--- src/rtl/gpio_pdr_pkg.sv ---
package gpio_pdr_pkg;
  localparam int PDR_LANES = 2;
  localparam int PDR_REG_W = 8 * PDR_LANES;

  typedef enum logic [1:0] {
    PWR_RUN     = 2'b00,
    PWR_SLEEP   = 2'b01,
    PWR_SW_STBY = 2'b10,
    PWR_HW_STBY = 2'b11
  } pwrMode_e;

  typedef struct packed {
    logic [PDR_LANES-1:0] laneWr;
    logic                 clear;
  } pdrStrobe_t;
endpackage

--- src/rtl/gpio_pdr_ctrl.sv ---
module gpio_pdr_ctrl
  import gpio_pdr_pkg::*;
(
  input  logic                 wrEn,
  input  logic [PDR_LANES-1:0] byteEn,
  input  logic                 resetReq,
  input  logic                 resetIsWdt,
  input  logic [1:0]           pwrMode,
  output pdrStrobe_t           strobe
);
  logic clearNow;

  always_comb begin
    clearNow      = (resetReq && !resetIsWdt) || (pwrMode == PWR_HW_STBY);
    strobe.clear  = clearNow;
    strobe.laneWr = (wrEn && !clearNow) ? byteEn : '0;
  end
endmodule

--- src/rtl/gpio_pdr_dp.sv ---
module gpio_pdr_dp
  import gpio_pdr_pkg::*;
#(
  parameter int SYNC_STAGES = 2,
  localparam int REG_W      = PDR_REG_W,
  localparam int NUM_PINS   = REG_W - 1
) (
  input  logic                clk,
  input  logic                rstN,
  input  pdrStrobe_t          strobe,
  input  logic [NUM_PINS-1:0] wrBits,
  input  logic [NUM_PINS-1:0] pinIn,
  input  logic [NUM_PINS-1:0] dirBits,
  input  logic [NUM_PINS-1:0] genFunc,
  output logic [REG_W-1:0]    rdData,
  output logic [NUM_PINS-1:0] pinOut,
  output logic [NUM_PINS-1:0] pinOe
);
  logic [NUM_PINS-1:0]                  dataQ;
  logic [SYNC_STAGES-1:0][NUM_PINS-1:0] syncQ;

  always_ff @(posedge clk or negedge rstN) begin
    if (!rstN) begin
      dataQ <= '0;
    end else if (strobe.clear) begin
      dataQ <= '0;
    end else begin
      for (int i = 0; i < NUM_PINS; i++) begin
        if (strobe.laneWr[i / 8]) dataQ[i] <= wrBits[i];
      end
    end
  end

  always_ff @(posedge clk or negedge rstN) begin
    if (!rstN) begin
      syncQ <= '0;
    end else begin
      syncQ[0] <= pinIn;
      for (int s = 1; s < SYNC_STAGES; s++) syncQ[s] <= syncQ[s-1];
    end
  end

  for (genvar g = 0; g < NUM_PINS; g++) begin : g_pin
    assign rdData[g] = dirBits[g] ? dataQ[g] : syncQ[SYNC_STAGES-1][g];
    assign pinOe[g]  = dirBits[g] & genFunc[g];
  end
  assign rdData[REG_W-1] = 1'b1;
  assign pinOut          = dataQ;
endmodule

--- src/rtl/gpio_port_data.sv ---
module gpio_port_data
  import gpio_pdr_pkg::*;
#(
  parameter int SYNC_STAGES = 2,
  localparam int REG_W      = PDR_REG_W,
  localparam int NUM_PINS   = REG_W - 1
) (
  input  logic                 clk,
  input  logic                 rstN,
  input  logic                 resetReq,
  input  logic                 resetIsWdt,
  input  logic [1:0]           pwrMode,
  input  logic                 wrEn,
  input  logic [PDR_LANES-1:0] byteEn,
  input  logic [REG_W-1:0]     wrData,
  output logic [REG_W-1:0]     rdData,
  input  logic [NUM_PINS-1:0]  pinIn,
  input  logic [NUM_PINS-1:0]  dirBits,
  input  logic [NUM_PINS-1:0]  genFunc,
  output logic [NUM_PINS-1:0]  pinOut,
  output logic [NUM_PINS-1:0]  pinOe
);
  pdrStrobe_t strobe;

  gpio_pdr_ctrl u_ctrl (
    .wrEn      (wrEn),
    .byteEn    (byteEn),
    .resetReq  (resetReq),
    .resetIsWdt(resetIsWdt),
    .pwrMode   (pwrMode),
    .strobe    (strobe)
  );

  gpio_pdr_dp #(.SYNC_STAGES(SYNC_STAGES)) u_dp (
    .clk    (clk),
    .rstN   (rstN),
    .strobe (strobe),
    .wrBits (wrData[NUM_PINS-1:0]),
    .pinIn  (pinIn),
    .dirBits(dirBits),
    .genFunc(genFunc),
    .rdData (rdData),
    .pinOut (pinOut),
    .pinOe  (pinOe)
  );
endmodule

--- config.mk ---
export PLATFORM = sky130hd
export DESIGN_NAME = gpio_port_data
export DESIGN_NICKNAME = d
export VERILOG_FILES = /design/src/rtl/gpio_pdr_pkg.sv /design/src/rtl/gpio_pdr_ctrl.sv /design/src/rtl/gpio_pdr_dp.sv /design/src/rtl/gpio_port_data.sv
export SDC_FILE = /design/constraint.sdc
export NUM_CORES = 1
export LEC_CHECK = 0
export ABC_CLOCK_PERIOD_IN_PS = 900
export CORE_AREA = 2 2 75 77
export DETAILED_ROUTE_END_ITERATION = 10
export DIE_AREA = 0 0 77 79
export PLACE_DENSITY = 0.79
export SLEW_MARGIN = 10
export SYNTH_ARGS = -nofsm -noshare
export SYNTH_HDL_FRONTEND = slang
export SYNTH_SLANG_ARGS = --single-unit
--- constraint.sdc ---
create_clock -name clk -period 0.9 [get_ports clk]
set_input_delay 0.18 -clock clk [delete_from_list [all_inputs] [get_ports clk]]
set_output_delay 0.18 -clock clk [all_outputs]
set_load 0.05 [all_outputs]
Yosys cells after proc, flatten, opt, wreduce, memory -nomap -nowiden
Index checks and enable logic that the tools add are counted.

Register bits: 45. Latch bits: 0. Memory bits (writable): 0. ROM bits: 0. Input port bits: 70. Word-level logic and storage cells: 59. Memories: 0.

$add $sub $neg: 0. Multiply operators: 0. Div/mod/pow operators: 0. Order comparisons: 0. Eq/ne operators: 1. Shift-type cells: 0. Muxes and demuxes: 32. Bitwise logic cells: 15. Reductions and logical operators: 7.

Operators with widths (number): two-way mux 1 bit (30); AND 1 bit (15); two-way mux 15 bit (1); nonzero test 2 bit (2); equality test 2 bit, second input constant (1); logical AND 1 bit (2); zero test 1 bit (2); two-way mux 2 bit (1); logical OR 1 bit (1).

Logic depth before layout (Yosys ltp)
Gate-level depths: netlist of run 1.

Word-level depth: 8. Gate-level depth with buffers: 4.

By module
From an unflattened synthesis of run 1, not the netlist that was laid out.

Cells, all modules: 117. Area total of the unflattened synthesis: 1689.1 µm².

By module, submodules not included: gpio_pdr_dp (times used 1, cells an instance 110, area each 1636.6 µm², sequential area each 1126.1 µm²); gpio_pdr_ctrl (times used 1, cells an instance 7, area each 52.6 µm², sequential area each 0.0 µm²).

Worst setup path before layout of run 1
No wires, ideal clock.

Path type: reg2out. Start point: register u_dp.dataQ[5] (netlist: u_dp.pinOut[5]). End point: output rdData[5]. Arrival: 1.033 ns. Required time: 0.720 ns. Setup slack: -0.313 ns. Stages on the path, launching flop included: 2. Path buffers: 0. Cells stage by stage: dfrtp_1 mux2_2.

Longest elaborated chain between the ends: 1.

RTL lines: start, declared (RTL line gpio_pdr_dp.sv:19) `logic [NUM_PINS-1:0] dataQ;`; start signal, assigned by index (RTL line gpio_pdr_dp.sv:29) `if (strobe.laneWr[i / 8]) dataQ[i] <= wrBits[i];`; two-way mux 1 bit (RTL line gpio_pdr_dp.sv:44) `assign rdData[g] = dirBits[g] ? dataQ[g] : syncQ[SYNC_STAGES-1][g];`; end, declared (RTL line gpio_port_data.sv:16) `output logic [REG_W-1:0] rdData,`.

Every way passes these cells.

Final worst setup path of run 1
Start point: input dirBits[12]. End point: output rdData[12].

Longest elaborated chain between the ends: 1.

RTL lines: start, declared (RTL line gpio_port_data.sv:18) `input logic [NUM_PINS-1:0] dirBits,`; two-way mux 1 bit (RTL line gpio_pdr_dp.sv:44).

Every way passes these cells.

==> out/metrics.cfg, run 1 <==
[outcome]
status=complete, but fails checks
failed_checks=negative setup slack

[routing]
vias_per_cell=4.67
drt_wl_total_um=5780
drt_iter0_markers=59
wire_per_inst_um=16.8
ant_nets=0
first_pass_iters=4
drc=0
vias=1611

[clocking]
cts_tree=yes
clk_latency_ns=0.30
cts-root-buf=clkbuf_8
cts_buffers=5
htreeDepth=2
clk_path_buf_depth=2
cts_sinks=45
path_clk_slew_ns=0.09

[layout]
finalInstanceArea_sq_mm=0.00403
area_delta_synth_final_pct=115
fin_nets=342
drive_above_1_share=0.601
antennaDiodeCount=0
stdcell_count=345

[floorplan]
die_w_um=77
dieArea_sq_mm=0.00608
ios=116
rows=27
die_h_um=79
coreArea_sq_mm=0.00534
start_util=0.351

[timing]
final.period_utilization=1.49
fin_ws_ns=-0.441
setup_viol=45
setup-tns-final_ns=-11.46
fmax_mhz=746
hold_viol=0
skew_ns=0.00230
final_max_slew_viol_count=0
grt_setup_unrepaired=true
period_needed_ns=1.34

[synth]
synthTopCellsByArea=dfrtp_1, mux2_2, a21bo_2
syn-cell-area_sq_mm=0.00187
synthMuxAreaShare=0.0902
synth_top_family_by_area=compound AO/OA/AOI/OAI gates
synth_compound_area_frac=0.167
synth_cell_types=15
synthesis.instances=133
yosys.area_share.simple=0.0969
synth_xor_area_frac=0
yosysTopAreaCell=dfrtp_1
syn-mean-instance-area_sq_um=14.1
ys_seq_area_frac=0.602
synth_fa_ha_area_frac=0
yosysWarnings=0
synth-seq-cells=45
synth.net_count=203
yosysTopAreaCellShare=0.602

[pwr]
peakVddDrop_mv=1.07
leakagePower_nw=1.78
power_density_mw_per_mm2=1410

[worst_setup_path]
cp.arrival_ns=1.16
critPathLaunchType=input pin
crit_chain=clkdlybuf4s50_1, mux2_4, buf_6
cp.required_ns=0.72
cp-end-kind=output port
critPathMaxStageDelay_ns=0.51
path_max_fanout=2
cp_slowest_cell=clkdlybuf4s50_1
path_class=in2out

[grt]
grt_pass1_wl_um=9140
grt_pass1_vias=1793
grt_max_degree=46
antenna_found_initial=0
track_usage=0.198
grt_overflow=0

[placement]
place_ws_ns=-0.468
dp_cells=326
post_dp_cell_area_sq_mm=0.00357
dpl.hpwl_um=3810
numPortBuffers=113
gp_congestion=0.651

[hold_path]
hp-class=in2reg

[run]
maxCapViolations=0

[sequential cells by signal (all words and copies together) (netlist names)]
register     cells
u_dp.pinOut     15
u_dp.syncQ      30
[power breakdown]
| part | total (W) | internal, W | switching [W] |
|---|---|---|---|
| Sequential | 0.00219 | 0.00213 | 0.0000533 |
| Clock | 0.00160 | 0.000903 | 0.000701 |
| Combinational | 0.00190 | 0.00101 | 0.000889 |
| Total | 0.00569 | 0.00405 | 0.00164 |
[synthesized netlist by cell type]
cell      count
and2_1       16
nand3_1      15
a211oi_1      5
a21bo_1       2
buf_8         1
nor2b_1       1
clkbuf_1      1
buf_2         3
a211oi_2     10
mux2_2       15
a21bo_2      13
conb_1        1
buf_6         2
buf_4         3
dfrtp_1      45
[kinds of logic (layout without fill, tap and decap cells)]
family,count (synthesis),in the layout
simple gates,32,32
buf+inv,10,150
compound gates,30,30
mux,15,15
flops,45,45
other cells,1,1
[path summary, 6_finish.rpt]
kind	endpoint	slack (ns)	start	cells past startpoint
worst max-delay path	rdData[12]	-0.44	dirBits[12]	3
worst min-delay path	u_dp.syncQ[11]	0.31	pinIn[11]	1
worst max register to register	u_dp.pinOut[8]	-0.18	u_dp.pinOut[8]	4
worst min register to register	u_dp.syncQ[21]	0.35	u_dp.syncQ[6]	0
max in group asynchronous	u_dp.pinOut[0]	0.29	rstN	3
min in group asynchronous	u_dp.syncQ[28]	0.37	rstN	3
[cells in the final DEF (no fill, tap or decap), drive strengths merged]
cell type	Yosys	routed
dfrtp	45	45
a211oi	15	15
buf	9	73
clkdlybuf4s50	0	36
bufinv	0	1
clkinvlp	0	1
clkdlybuf4s15	0	7
nand3	15	15
a21bo	15	15
dlygate4sd2	0	16
conb	1	1
clkbuf	1	15
dlygate4sd3	0	1
and2	16	16
nor2b	1	1
mux2	15	15
[critical path: cells and delay by family]
kind,cells,cell delay (ns)
buffers and inverters,2,0.66
muxes,1,0.31
[per-layer routing]
| layer | routed length [um] | GRT usage | vias up |
|---|---|---|---|
| li1 | - | - | 744 |
| met1 | 2140 | 0.212 | 791 |
| met2 | 3220 | 0.375 | 68 |
| met3 | 340 | 0.0557 | 8 |
| met4 | 85 | 0.0679 | 0 |
| met5 | 0 | 0 | - |
[area by class of cell]
class | count | area [sq um]
timing repair buffer | 142 | 1800
clock inverter | 2 | 37.5
tap | 72 | 90.1
fill | 359 | 1310
sequential | 45 | 1140
clock buffer | 6 | 82.6
multi-input combinational | 78 | 876
[stage by stage]
step | util | hold slack, ns | total power, W
after global placement | 0.669 | 0.176 | 0.00389
after global routing | 0.755 | 0.296 | 0.00593
after floorplan | - | -0.116 | 0.00301
after CTS | 0.745 | 0.299 | 0.00569
final | 0.755 | 0.309 | 0.00569
after detailed placement | 0.669 | 0.174 | 0.00393
[timing repair]
action                                  4_1_cts  5_1_grt
endpoints found under the setup margin       60       55
gates resized for setup                     108       26
endpoints found under the hold margin        45        0
hold buffers                                  1        0
pin swaps                                    13        0
setup buffers                                 3       15
cloned                                        1        1
(Power assumes the default switching activity.)
==> run 2: changes to the inputs <==
Settings changed: CAP_MARGIN set to 20.
==> results of run 2 <==
The final DEF is identical to that of run 1; final timing and power are the same.
==> run 3: changes to the inputs <==
Settings changed: ABC_CLOCK_PERIOD_IN_PS 900 to not set.
==> results of run 3 <==
The final DEF is identical to that of run 1; final timing and power are the same.
